==> config.mk <==
export PLATFORM = sky130hd
export DESIGN_NAME = pfwp_supervisor
export DESIGN_NICKNAME = d
export VERILOG_FILES = /design/src/rtl/pfwp_pkg.sv /design/src/rtl/pfwp_deglitch.sv /design/src/rtl/pfwp_fsm.sv /design/src/rtl/pfwp_gate.sv /design/src/rtl/pfwp_supervisor.sv
export SDC_FILE = /design/constraint.sdc
export NUM_CORES = 1
export LEC_CHECK = 0
export BUFFER_PORTS_ARGS = -buffer_cell sky130_fd_sc_hd__buf_4
export CAP_MARGIN = 10
export CORE_ASPECT_RATIO = 0.9
export CORE_UTILIZATION = 44
export CTS_CLUSTER_DIAMETER = 100
export CTS_CLUSTER_SIZE = 40
export DETAILED_ROUTE_END_ITERATION = 8
export PLACE_DENSITY = 0.78
export SYNTH_ARGS = -nofsm -noshare
export SYNTH_HDL_FRONTEND = slang
export SYNTH_HIERARCHICAL = 1
export SYNTH_SLANG_ARGS = --single-unit
==> constraint.sdc <==
create_clock -name clk -period 2.1 [get_ports clk]
set_input_delay 0.105 -clock clk [delete_from_list [all_inputs] [get_ports clk]]
set_output_delay 0.105 -clock clk [all_outputs]
set_load 0.01 [all_outputs]
==> src/rtl/pfwp_pkg.sv <==
package pfwp_pkg;

    typedef enum logic [2:0] {
        ST_NORMAL,
        ST_DRAIN,
        ST_PROT,
        ST_BATT,
        ST_RECOV
    } sup_state_e;

    localparam logic [1:0] CODE_NORMAL = 2'd0;
    localparam logic [1:0] CODE_PROT   = 2'd1;
    localparam logic [1:0] CODE_BATT   = 2'd2;
    localparam logic [1:0] CODE_RECOV  = 2'd3;

    function automatic logic [1:0] code_of(sup_state_e s);
        logic [1:0] c;
        unique case (s)
            ST_NORMAL: c = CODE_NORMAL;
            ST_DRAIN:  c = CODE_PROT;
            ST_PROT:   c = CODE_PROT;
            ST_BATT:   c = CODE_BATT;
            ST_RECOV:  c = CODE_RECOV;
            default:   c = CODE_PROT;
        endcase
        return c;
    endfunction

endpackage

==> src/rtl/pfwp_deglitch.sv <==
module pfwp_deglitch #(
    parameter int   DEGLITCH = 4,
    parameter logic RST_VAL  = 1'b1
) (
    input  logic clk,
    input  logic rst_n,
    input  logic raw,
    output logic clean
);
    localparam int CW = $clog2(DEGLITCH + 1);

    logic [1:0]    sync_q;
    logic [CW-1:0] run_cnt;
    logic          stable_q;

    always_ff @(posedge clk or negedge rst_n) begin
        if (!rst_n) begin
            sync_q   <= {2{RST_VAL}};
            run_cnt  <= '0;
            stable_q <= RST_VAL;
        end else begin
            sync_q <= {sync_q[0], raw};
            if (sync_q[1] == stable_q) begin
                run_cnt <= '0;
            end else if (run_cnt == CW'(DEGLITCH - 1)) begin
                stable_q <= sync_q[1];
                run_cnt  <= '0;
            end else begin
                run_cnt <= run_cnt + 1'b1;
            end
        end
    end

    assign clean = stable_q;


    accept_agree_chk: assert property (@(posedge clk) disable iff (!rst_n)
        !$stable(stable_q) |-> ($past(sync_q[1]) == stable_q));


    run_bound_chk: assert property (@(posedge clk) disable iff (!rst_n)
        run_cnt < CW'(DEGLITCH));

endmodule

==> src/rtl/pfwp_fsm.sv <==
module pfwp_fsm
    import pfwp_pkg::*;
#(
    parameter int REC_CYC = 64,
    parameter int GRACE   = 8
) (
    input  logic       clk,
    input  logic       rst_n,
    input  logic       pf_ok,
    input  logic       main_ok,
    input  logic       wr_active,
    output logic       pass,
    output logic       drain,
    output logic       batt_sel,
    output logic [1:0] status_code
);
    localparam int RW = $clog2(REC_CYC + 1);
    localparam int GW = $clog2(GRACE + 1);

    sup_state_e    state_q, state_d;
    logic [RW-1:0] rec_cnt;
    logic [GW-1:0] grace_cnt;
    logic          rec_done, grace_done;

    assign rec_done   = (rec_cnt == RW'(REC_CYC - 1));
    assign grace_done = (grace_cnt == GW'(GRACE - 1));

    always_comb begin
        state_d = state_q;
        unique case (state_q)
            ST_NORMAL: begin
                if (!pf_ok || !main_ok)
                    state_d = wr_active ? ST_DRAIN : ST_PROT;
            end
            ST_DRAIN: begin
                if (!wr_active || grace_done)
                    state_d = ST_PROT;
            end
            ST_PROT: begin
                if (!main_ok)
                    state_d = ST_BATT;
                else if (pf_ok)
                    state_d = ST_RECOV;
            end
            ST_BATT: begin
                if (main_ok)
                    state_d = ST_PROT;
            end
            ST_RECOV: begin
                if (!main_ok)
                    state_d = ST_BATT;
                else if (!pf_ok)
                    state_d = ST_PROT;
                else if (rec_done)
                    state_d = ST_NORMAL;
            end
            default: state_d = ST_PROT;
        endcase
    end

    always_ff @(posedge clk or negedge rst_n) begin
        if (!rst_n) begin
            state_q   <= ST_NORMAL;
            rec_cnt   <= '0;
            grace_cnt <= '0;
        end else begin
            state_q   <= state_d;
            rec_cnt   <= (state_q == ST_RECOV)  ? rec_cnt + 1'b1   : '0;
            grace_cnt <= (state_q == ST_DRAIN) ? grace_cnt + 1'b1 : '0;
        end
    end

    always_comb begin
        pass        = (state_q == ST_NORMAL);
        drain       = (state_q == ST_DRAIN);
        batt_sel    = (state_q == ST_BATT);
        status_code = code_of(state_q);
    end


    batt_entry_chk: assert property (@(posedge clk) disable iff (!rst_n)
        (state_q == ST_PROT && !main_ok) |=> (state_q == ST_BATT));


    batt_exit_chk: assert property (@(posedge clk) disable iff (!rst_n)
        (state_q == ST_BATT && main_ok) |=> (state_q == ST_PROT));


    rec_full_chk: assert property (@(posedge clk) disable iff (!rst_n)
        (state_q == ST_NORMAL && $past(state_q) == ST_RECOV)
            |-> ($past(rec_cnt) == RW'(REC_CYC - 1)));


    rec_abort_chk: assert property (@(posedge clk) disable iff (!rst_n)
        (state_q == ST_RECOV && !pf_ok && main_ok) |=> (state_q == ST_PROT));


    grace_bound_chk: assert property (@(posedge clk) disable iff (!rst_n)
        (state_q == ST_DRAIN) |-> (grace_cnt < GW'(GRACE)));

endmodule

==> src/rtl/pfwp_gate.sv <==
module pfwp_gate #(
    parameter int AW = 19,
    parameter int DW = 8
) (
    input  logic          clk,
    input  logic          rst_n,
    input  logic          pass,
    input  logic          drain,
    input  logic          host_cs_n,
    input  logic          host_we_n,
    input  logic          host_oe_n,
    input  logic [AW-1:0] host_addr,
    input  logic [DW-1:0] host_wdata,
    input  logic [DW-1:0] mem_rdata,
    output logic [DW-1:0] host_rdata,
    output logic          host_rdata_en,
    output logic          mem_cs_n,
    output logic          mem_we_n,
    output logic          mem_oe_n,
    output logic [AW-1:0] mem_addr,
    output logic [DW-1:0] mem_wdata
);
    always_comb begin
        mem_cs_n  = 1'b1;
        mem_we_n  = 1'b1;
        mem_oe_n  = 1'b1;
        mem_addr  = '0;
        mem_wdata = '0;
        if (pass) begin
            mem_cs_n  = host_cs_n;
            mem_we_n  = host_we_n;
            mem_oe_n  = host_oe_n;
            mem_addr  = host_addr;
            mem_wdata = host_wdata;
        end else if (drain) begin
            mem_cs_n  = host_cs_n;
            mem_we_n  = host_we_n;
            mem_addr  = host_addr;
            mem_wdata = host_wdata;
        end
        host_rdata_en = pass && !host_cs_n && !host_oe_n && host_we_n;
        host_rdata    = host_rdata_en ? mem_rdata : '0;
    end


    no_write_prot_chk: assert property (@(posedge clk) disable iff (!rst_n)
        (!pass && !drain) |-> (mem_we_n && mem_cs_n && mem_oe_n));


    rd_hiz_chk: assert property (@(posedge clk) disable iff (!rst_n)
        host_rdata_en |-> (host_we_n && !mem_cs_n));


    drain_no_read_chk: assert property (@(posedge clk) disable iff (!rst_n)
        drain |-> (mem_oe_n && !host_rdata_en));

endmodule

==> src/rtl/pfwp_supervisor.sv <==
module pfwp_supervisor #(
    parameter int AW       = 19,
    parameter int DW       = 8,
    parameter int DEGLITCH = 4,
    parameter int REC_CYC  = 64,
    parameter int GRACE    = 8
) (
    input  logic          clk,
    input  logic          rst_n,
    input  logic          pf_ok_raw,
    input  logic          main_ok_raw,
    input  logic          host_cs_n,
    input  logic          host_we_n,
    input  logic          host_oe_n,
    input  logic [AW-1:0] host_addr,
    input  logic [DW-1:0] host_wdata,
    output logic [DW-1:0] host_rdata,
    output logic          host_rdata_en,
    output logic          mem_cs_n,
    output logic          mem_we_n,
    output logic          mem_oe_n,
    output logic [AW-1:0] mem_addr,
    output logic [DW-1:0] mem_wdata,
    input  logic [DW-1:0] mem_rdata,
    output logic          pwr_sel_batt,
    output logic [1:0]    state_code
);
    localparam int NMON = 2;

    logic [NMON-1:0] raw_vec, clean_vec;
    logic            pass, drain, wr_active;

    assign raw_vec = {main_ok_raw, pf_ok_raw};

    for (genvar g = 0; g < NMON; g++) begin : g_mon
        pfwp_deglitch #(
            .DEGLITCH (DEGLITCH),
            .RST_VAL  (1'b1)
        ) u_flt (
            .clk   (clk),
            .rst_n (rst_n),
            .raw   (raw_vec[g]),
            .clean (clean_vec[g])
        );
    end

    assign wr_active = !host_cs_n && !host_we_n;

    pfwp_fsm #(
        .REC_CYC (REC_CYC),
        .GRACE   (GRACE)
    ) u_fsm (
        .clk         (clk),
        .rst_n       (rst_n),
        .pf_ok       (clean_vec[0]),
        .main_ok     (clean_vec[1]),
        .wr_active   (wr_active),
        .pass        (pass),
        .drain       (drain),
        .batt_sel    (pwr_sel_batt),
        .status_code (state_code)
    );

    pfwp_gate #(
        .AW (AW),
        .DW (DW)
    ) u_gate (
        .clk           (clk),
        .rst_n         (rst_n),
        .pass          (pass),
        .drain         (drain),
        .host_cs_n     (host_cs_n),
        .host_we_n     (host_we_n),
        .host_oe_n     (host_oe_n),
        .host_addr     (host_addr),
        .host_wdata    (host_wdata),
        .mem_rdata     (mem_rdata),
        .host_rdata    (host_rdata),
        .host_rdata_en (host_rdata_en),
        .mem_cs_n      (mem_cs_n),
        .mem_we_n      (mem_we_n),
        .mem_oe_n      (mem_oe_n),
        .mem_addr      (mem_addr),
        .mem_wdata     (mem_wdata)
    );


    batt_code_chk: assert property (@(posedge clk) disable iff (!rst_n)
        pwr_sel_batt |-> (state_code == 2'd2));

endmodule

; Word-level counts from Yosys, hierarchy flattened
; Cells that the tools add are included.
[op_classes]
add_sub_neg = 4
eq_ne = 15
muxes = 27
bitwise = 2
reduce_logical = 16
[op_table]
columns = op, count
row1 = 2-to-1 mux 19 bit, 2
row2 = 2-to-1 mux 3 bit, 12
row3 = 2-to-1 mux 8 bit, 3
row4 = case mux 3 bit (5 select lines), 1
row5 = equality test 3 x 2 -> 1 bit (second input constant), 4
row6 = adder 7 x 1 -> 7 bit (second input constant), 1
row7 = equality test 7 x 6 -> 1 bit (second input constant), 1
row8 = 2-to-1 mux 7 bit, 1
row9 = adder 3 x 1 -> 3 bit (second input constant), 2
row10 = logical NOT 1 bit, 6
row11 = case mux 2 bit (3 select lines), 1
row12 = 2-to-1 mux 1 bit, 5
row13 = AND reduction 5 bit, 1
row14 = adder 4 x 1 -> 4 bit (second input constant), 1
row15 = equality test 4 x 3 -> 1 bit (second input constant), 1
row16 = logical AND 1 bit, 4
row17 = 2-to-1 mux 4 bit, 1
row18 = != test 2 x 1 -> 1 bit (second input constant), 2
row19 = != test 4 x 3 -> 1 bit (second input constant), 1
row20 = AND reduction 2 bit, 2
row21 = equality test 3 x 1 -> 1 bit (second input constant), 1
row22 = equality test 3 bit (second input constant), 1
row23 = logical NOT 3 bit, 1
row24 = != test 3 bit (second input constant), 1
row25 = other kinds (5), 8
[word_totals]
ff_bits = 26
input_bits = 42
output_inout_bits = 42
wordCells = 73

; Longest topological paths before layout
[depth]
depth_word = 6
ltp_mapped = 7
mapped_depth_nobuf = 5

; By module
; Netlist, hierarchy kept.
[modules_own_cells]
columns = mod, n_inst, cells_each, area_each_um2, seq_area_each_um2
row1 = pfwp_fsm, 1, 75, 767.0, 350.3
row2 = pfwp_gate, 1, 44, 286.5, 0.0
row3 = pfwp_deglitch at g_mon[0].u_flt, 1, 13, 232.7, 153.9
row4 = pfwp_deglitch at g_mon[1].u_flt, 1, 13, 220.2, 153.9
row5 = pfwp_supervisor, 1, 1, 3.8, 0.0

; Worst setup path after synthesis
; Ideal clock, no wire load.
[synth_timing]
path_kind = reg2out
startpoint = register u_fsm.state_q[0]
endpoint = output port mem_cs_n
arrival_ns = 1.467
t_required_ns = 1.995
path_slack_ns = 0.528
path_stages_with_launch = 8
n_path_buf = 2
cell_sequence = dfrtp_1 inv_2 or3_4 inv_1 nor2_1 buf_6 buf_6 or2_1
[synth_between]
elab_chain_len = 3
word_cells_on_any_way = 4
cone_classes = eq/ne (1) / mux (2) / reduce/logical (1)
[synth_rtl]
columns = item, line
row1 = from (decl), pfwp_fsm.sv:20  ; sup_state_e state_q, state_d;
row2 = from (signal assigned), pfwp_fsm.sv:67  ; state_q <= state_d;
row3 = equality test 3 x 1 -> 1 bit, pfwp_fsm.sv:75  ; drain = (state_q == ST_DRAIN);
row4 = net drain, pfwp_supervisor.sv:31  ; logic pass, drain, wr_active;
row5 = 2-to-1 mux 1 bit, pfwp_gate.sv:35  ; end else if (drain) begin
row6 = 2-to-1 mux 1 bit, pfwp_gate.sv:29  ; if (pass) begin
row7 = to (decl), pfwp_supervisor.sv:19  ; output logic mem_cs_n,
; The timed path passes the listed nets, and every way through them passes these cells.

; Final worst setup path
[layout_timing]
startpoint = register u_fsm.state_q[1]
endpoint = output port mem_addr[11]
[layout_between]
elab_chain_len = 3
word_cells_on_any_way = 4
cone_classes = eq/ne (1) / mux (2) / reduce/logical (1)
[layout_rtl]
columns = item, line
row1 = equality test 3 x 1 -> 1 bit, pfwp_fsm.sv:75
row2 = net drain, pfwp_supervisor.sv:31
row3 = 2-to-1 mux 19 bit, pfwp_gate.sv:35
row4 = 2-to-1 mux 19 bit, pfwp_gate.sv:29
row5 = to (decl), pfwp_supervisor.sv:22  ; output logic [AW-1:0] mem_addr,
; The timed path passes the listed nets, and every way through them passes these cells.

==> PnR_summary.wiki <==
{| class="wikitable"
! Metric !! Value
|-
| Switching fraction of total power || 35.6%
|-
| Cell internal pwr || 1480 uW
|-
| Worst Path Required || 2.00 ns
|-
| DP Wirelength || 3.03 mm
|-
| Cell types occupying the most area after synthesis || dfrtp_1 33%, nor2b_1 12%, dfstp_2 10%, and2_1 4.6%, ha_1 3.3%
|-
| Clock latency on the worst-skew pair || 0.27 ns
|-
| Largest fanout on the critical path || 18
|-
| Post-Synthesis Net Count || 192
|-
| Max-slew violation count || 0
|-
| Cell types with the highest counts after synthesis || 28 x nor2b_1, 20 x dfrtp_1, 11 x and2_1
|-
| Number of DRC markers after the initial detailed-route iteration || 38
|-
| Fraction of the cycle the final worst path needs || 92.6%
|-
| Mean routed wirelength per cell || 13.7 um
|-
| WHS || 0.288 ns
|-
| Cell count after synthesis || 146
|-
| Number of ports placed on the die boundary || 84
|-
| Seq/Total Area, Yosys || between 40% and 50%
|-
| Dominant synthesized flop cell || dfrtp_1
|-
| Worst Hold Class || primary input to async pin
|-
| Tightest Pin Transition || 0.369 ns
|-
| Register share of total power || 31.5%
|-
| Die width || roughly 64 um
|-
| Worst slew slack as a fraction of its limit || 75.3%
|-
| Setup slack after layout || 0.155 ns
|-
| Standby leakage power || 0.00110 uW
|-
| Reg2Reg Setup Slack || around 0.29 ns
|-
| Power per Cell Area || 1000 nW/um2
|-
| Synthesized area divided by synthesized cell count || 10.3 um2
|-
| Endpoint type of the worst setup path || output pin
|-
| Synth top area share || 33.1%
|-
| Final Setup Violations || 0
|-
| Port-buffer cells || 83
|-
| Setup repair after global routing missed its margin || false
|-
| Share of layout cells above drive strength 1 || 48.5%
|-
| Initial Utilization || a little under half
|-
| Clock period minus worst slack || 1.94 ns
|-
| Async set-or-reset flop fraction in the synthesized netlist || 100%
|-
| Reg-to-reg critical path endpoint || u_fsm/state_q[1]
|-
| Share of power burned in the clock network || 17.9%
|-
| Final global-route overflow total || 0
|-
| Wire length of the first global-routing pass || 6.11 mm
|-
| Vert. Die Dim || 57.6 um
|-
| Antenna violations before repair || 0
|-
| Number of optimization iterations in the first detailed-route pass || 4
|-
| Proportion of power drawn by combinational gates || 50.6%
|-
| Worst vdd ir || roughly 0.80 mV
|-
| Worst setup slack after placement || around 0.029 ns
|-
| Largest net degree at the start of global routing || 27
|-
| Clock-pin slew on the worst setup and hold paths || ~0.09 ns
|-
| Clock root cell || clkbuf_8
|-
| Final setup skew || about 0.0033 ns
|-
| Total negative setup slack || 0 ns
|-
| Outcome || complete, no violations
|-
| Post-Route WL || approximately 3.8 mm
|-
| Maximum number of buffers from clock root to sink || 2
|-
| Final estimated routing congestion in global placement || 0.761
|-
| Data arrival at the endpoint of the critical path || 1.84 ns
|-
| Number of CTS-inserted buffers || 3
|-
| Max-Cap Viols || 0
|-
| Remaining design rule violation count || 0
|-
| Count of cell types in the netlist || 37
|-
| Count of final hold-check violations || 0
|-
| Start-to-end type of the worst setup path || register to output pin
|-
| Routed via count || 1,330
|-
| Vias in the first global route || 1,346
|-
| Die outline area || approximately 3700 um2
|-
| Number of synthesized flops with an enable pin || 0
|-
| Inserted Diodes || 0
|-
| Total number of clock tree sinks || 26
|-
| Floorplan row count || 19
|-
| Reported net switching power || 819 uW
|-
| Htree depth || 1
|-
| Most instantiated library cell after synthesis || nor2b_1
|-
| Layout overhead on the synthesized area || 51.9%
|-
| Per-cell via count in the routed design || a little under 5
|-
| Cell type contributing the most total cell area after synthesis || dfrtp_1
|-
| Number of nets in the finished design || 282
|-
| Reg-to-reg critical path startpoint || u_fsm/state_q[1]
|-
| Fmax achieved || a little over 500 MHz
|-
| Count of yosys warnings during synthesis || 6
|-
| Worst setup endpoint || mem_addr[11]
|-
| Synthesized area || 1510 um2
|-
| CTS tree || yes
|-
| Critical path launch point type || register
|-
| Antenna-violating nets left || 0
|-
| Worst R2R Path Depth || 5
|-
| Startpoint of the most critical setup path || u_fsm/state_q[1]
|-
| Synthesis-stage register bit count || 26
|-
| Overall global routing resource usage || 21.5%
|-
| Core box area || 3160 um2
|}
cell type report:
cell class,instances,area [um2]
Inverter,2,7.51
Timing Repair Buffer,91,691
Sequential cell,26,658
Multi-Input combinational cell,112,815
Fill cell,242,867
Clock inverter,1,30.0
Tap cell,42,52.6
Clock buffer,3,41.3
power groups by stage:
stage	clock network, uW	registers (uW)	logic (uW)
floorplan	0	686	708
global placement	0	720	1120
detailed placement	0	729	1150
CTS	421	721	1170
global route	443	743	1260
finish	411	725	1160
layout by cell type, fill, tap and decap left out, types with 2 or more instances in the layout:
cell,n
buf_4,88
nor2b_1,28
dfrtp_1,20
and2_1,11
nor2_1,8
dfstp_2,6
xnor2_1,5
nor3b_1,5
nand2b_1,5
nand2_1,5
o21ai_0,5
ha_1,4
xor2_1,4
clkbuf_8,3
dlygate4sd3_1,3
a21oi_1,3
nand3_1,3
nor2b_4,2
nor3_2,2
mux2_4,2
or3_1,2
mux2i_1,2
or2_1,2
sequential cells by signal, indices dropped and copies added, names as in the netlist:
register and flops:
g_mon.u_flt/run_cnt 6, g_mon.u_flt/clean 2, u_fsm/grace_cnt 4, u_fsm/state_q 3, g_mon.u_flt/sync_q 4, u_fsm/rec_cnt 7
through the flow:
stage,power [uW],util (%),instances,instance area [um2]
5_1_grt,2440,72.6,277,2290
4_1_cts,2310,72.4,277,2290
6_report,2300,72.6,277,2290
3_5_place_dp,1880,69.0,270,2180
3_3_place_gp,1840,69.0,270,2180
2_1_floorplan,1390,-,146,1510
worst max-delay path, stage by stage (launching register included):
cell and delay, ns:
dfrtp_1 0.48, or3_4 0.40, inv_1 0.11, nor2_4 0.10, buf_4 0.20, nor2b_1 0.13
buf_4 0.13
logic make-up (layout without fill, tap and decap cells):
kind of cell	Yosys count	in the layout	share of synthesized area (%)
AOI/OAI and AO/OA	12	12	5.72
DFF	26	26	43.6
muxes	5	5	4.06
adders and majority gates	4	4	3.31
buffers and inverters	8	97	3.31
xor gates and xnor gates	9	9	5.22
and+or+nand+nor	82	82	34.8
worst min-delay path by stage:
| stage | from | endpoint | slack (ns) |
|---|---|---|---|
| final | rst_n | u_fsm/rec_cnt[4] | 0.29 |
| after global routing | rst_n | u_fsm/rec_cnt[4] | 0.32 |
| after global placement | rst_n | u_fsm/rec_cnt[3] | 0.02 |
| after detailed placement | rst_n | u_fsm/rec_cnt[0] | 0.03 |
| after CTS | rst_n | u_fsm/rec_cnt[4] | 0.26 |
| after floorplan | rst_n | g_mon[0].u_flt/run_cnt[0] | -0.19 |
per-layer routing:
metal  global-route usage, %  up-vias  share of wire (%)
met2                    39.7       29                 56
met4                    3.25        0                  0
met1                    25.4      641                 40
met3                    5.60        0                4.0
met5                       0        -                  0
li1                        -      660                  -
what timing repair did:
item                                    4_1_cts  5_1_grt
pin swaps                                     0        0
cloned                                        0        0
setup buffers                                 0        0
endpoints found under the setup margin       29       20
hold buffers                                  3        0
resized for setup                             2        1
endpoints found under the hold margin        22        0
No activity file was read; power rests on OpenSTA's default activity.
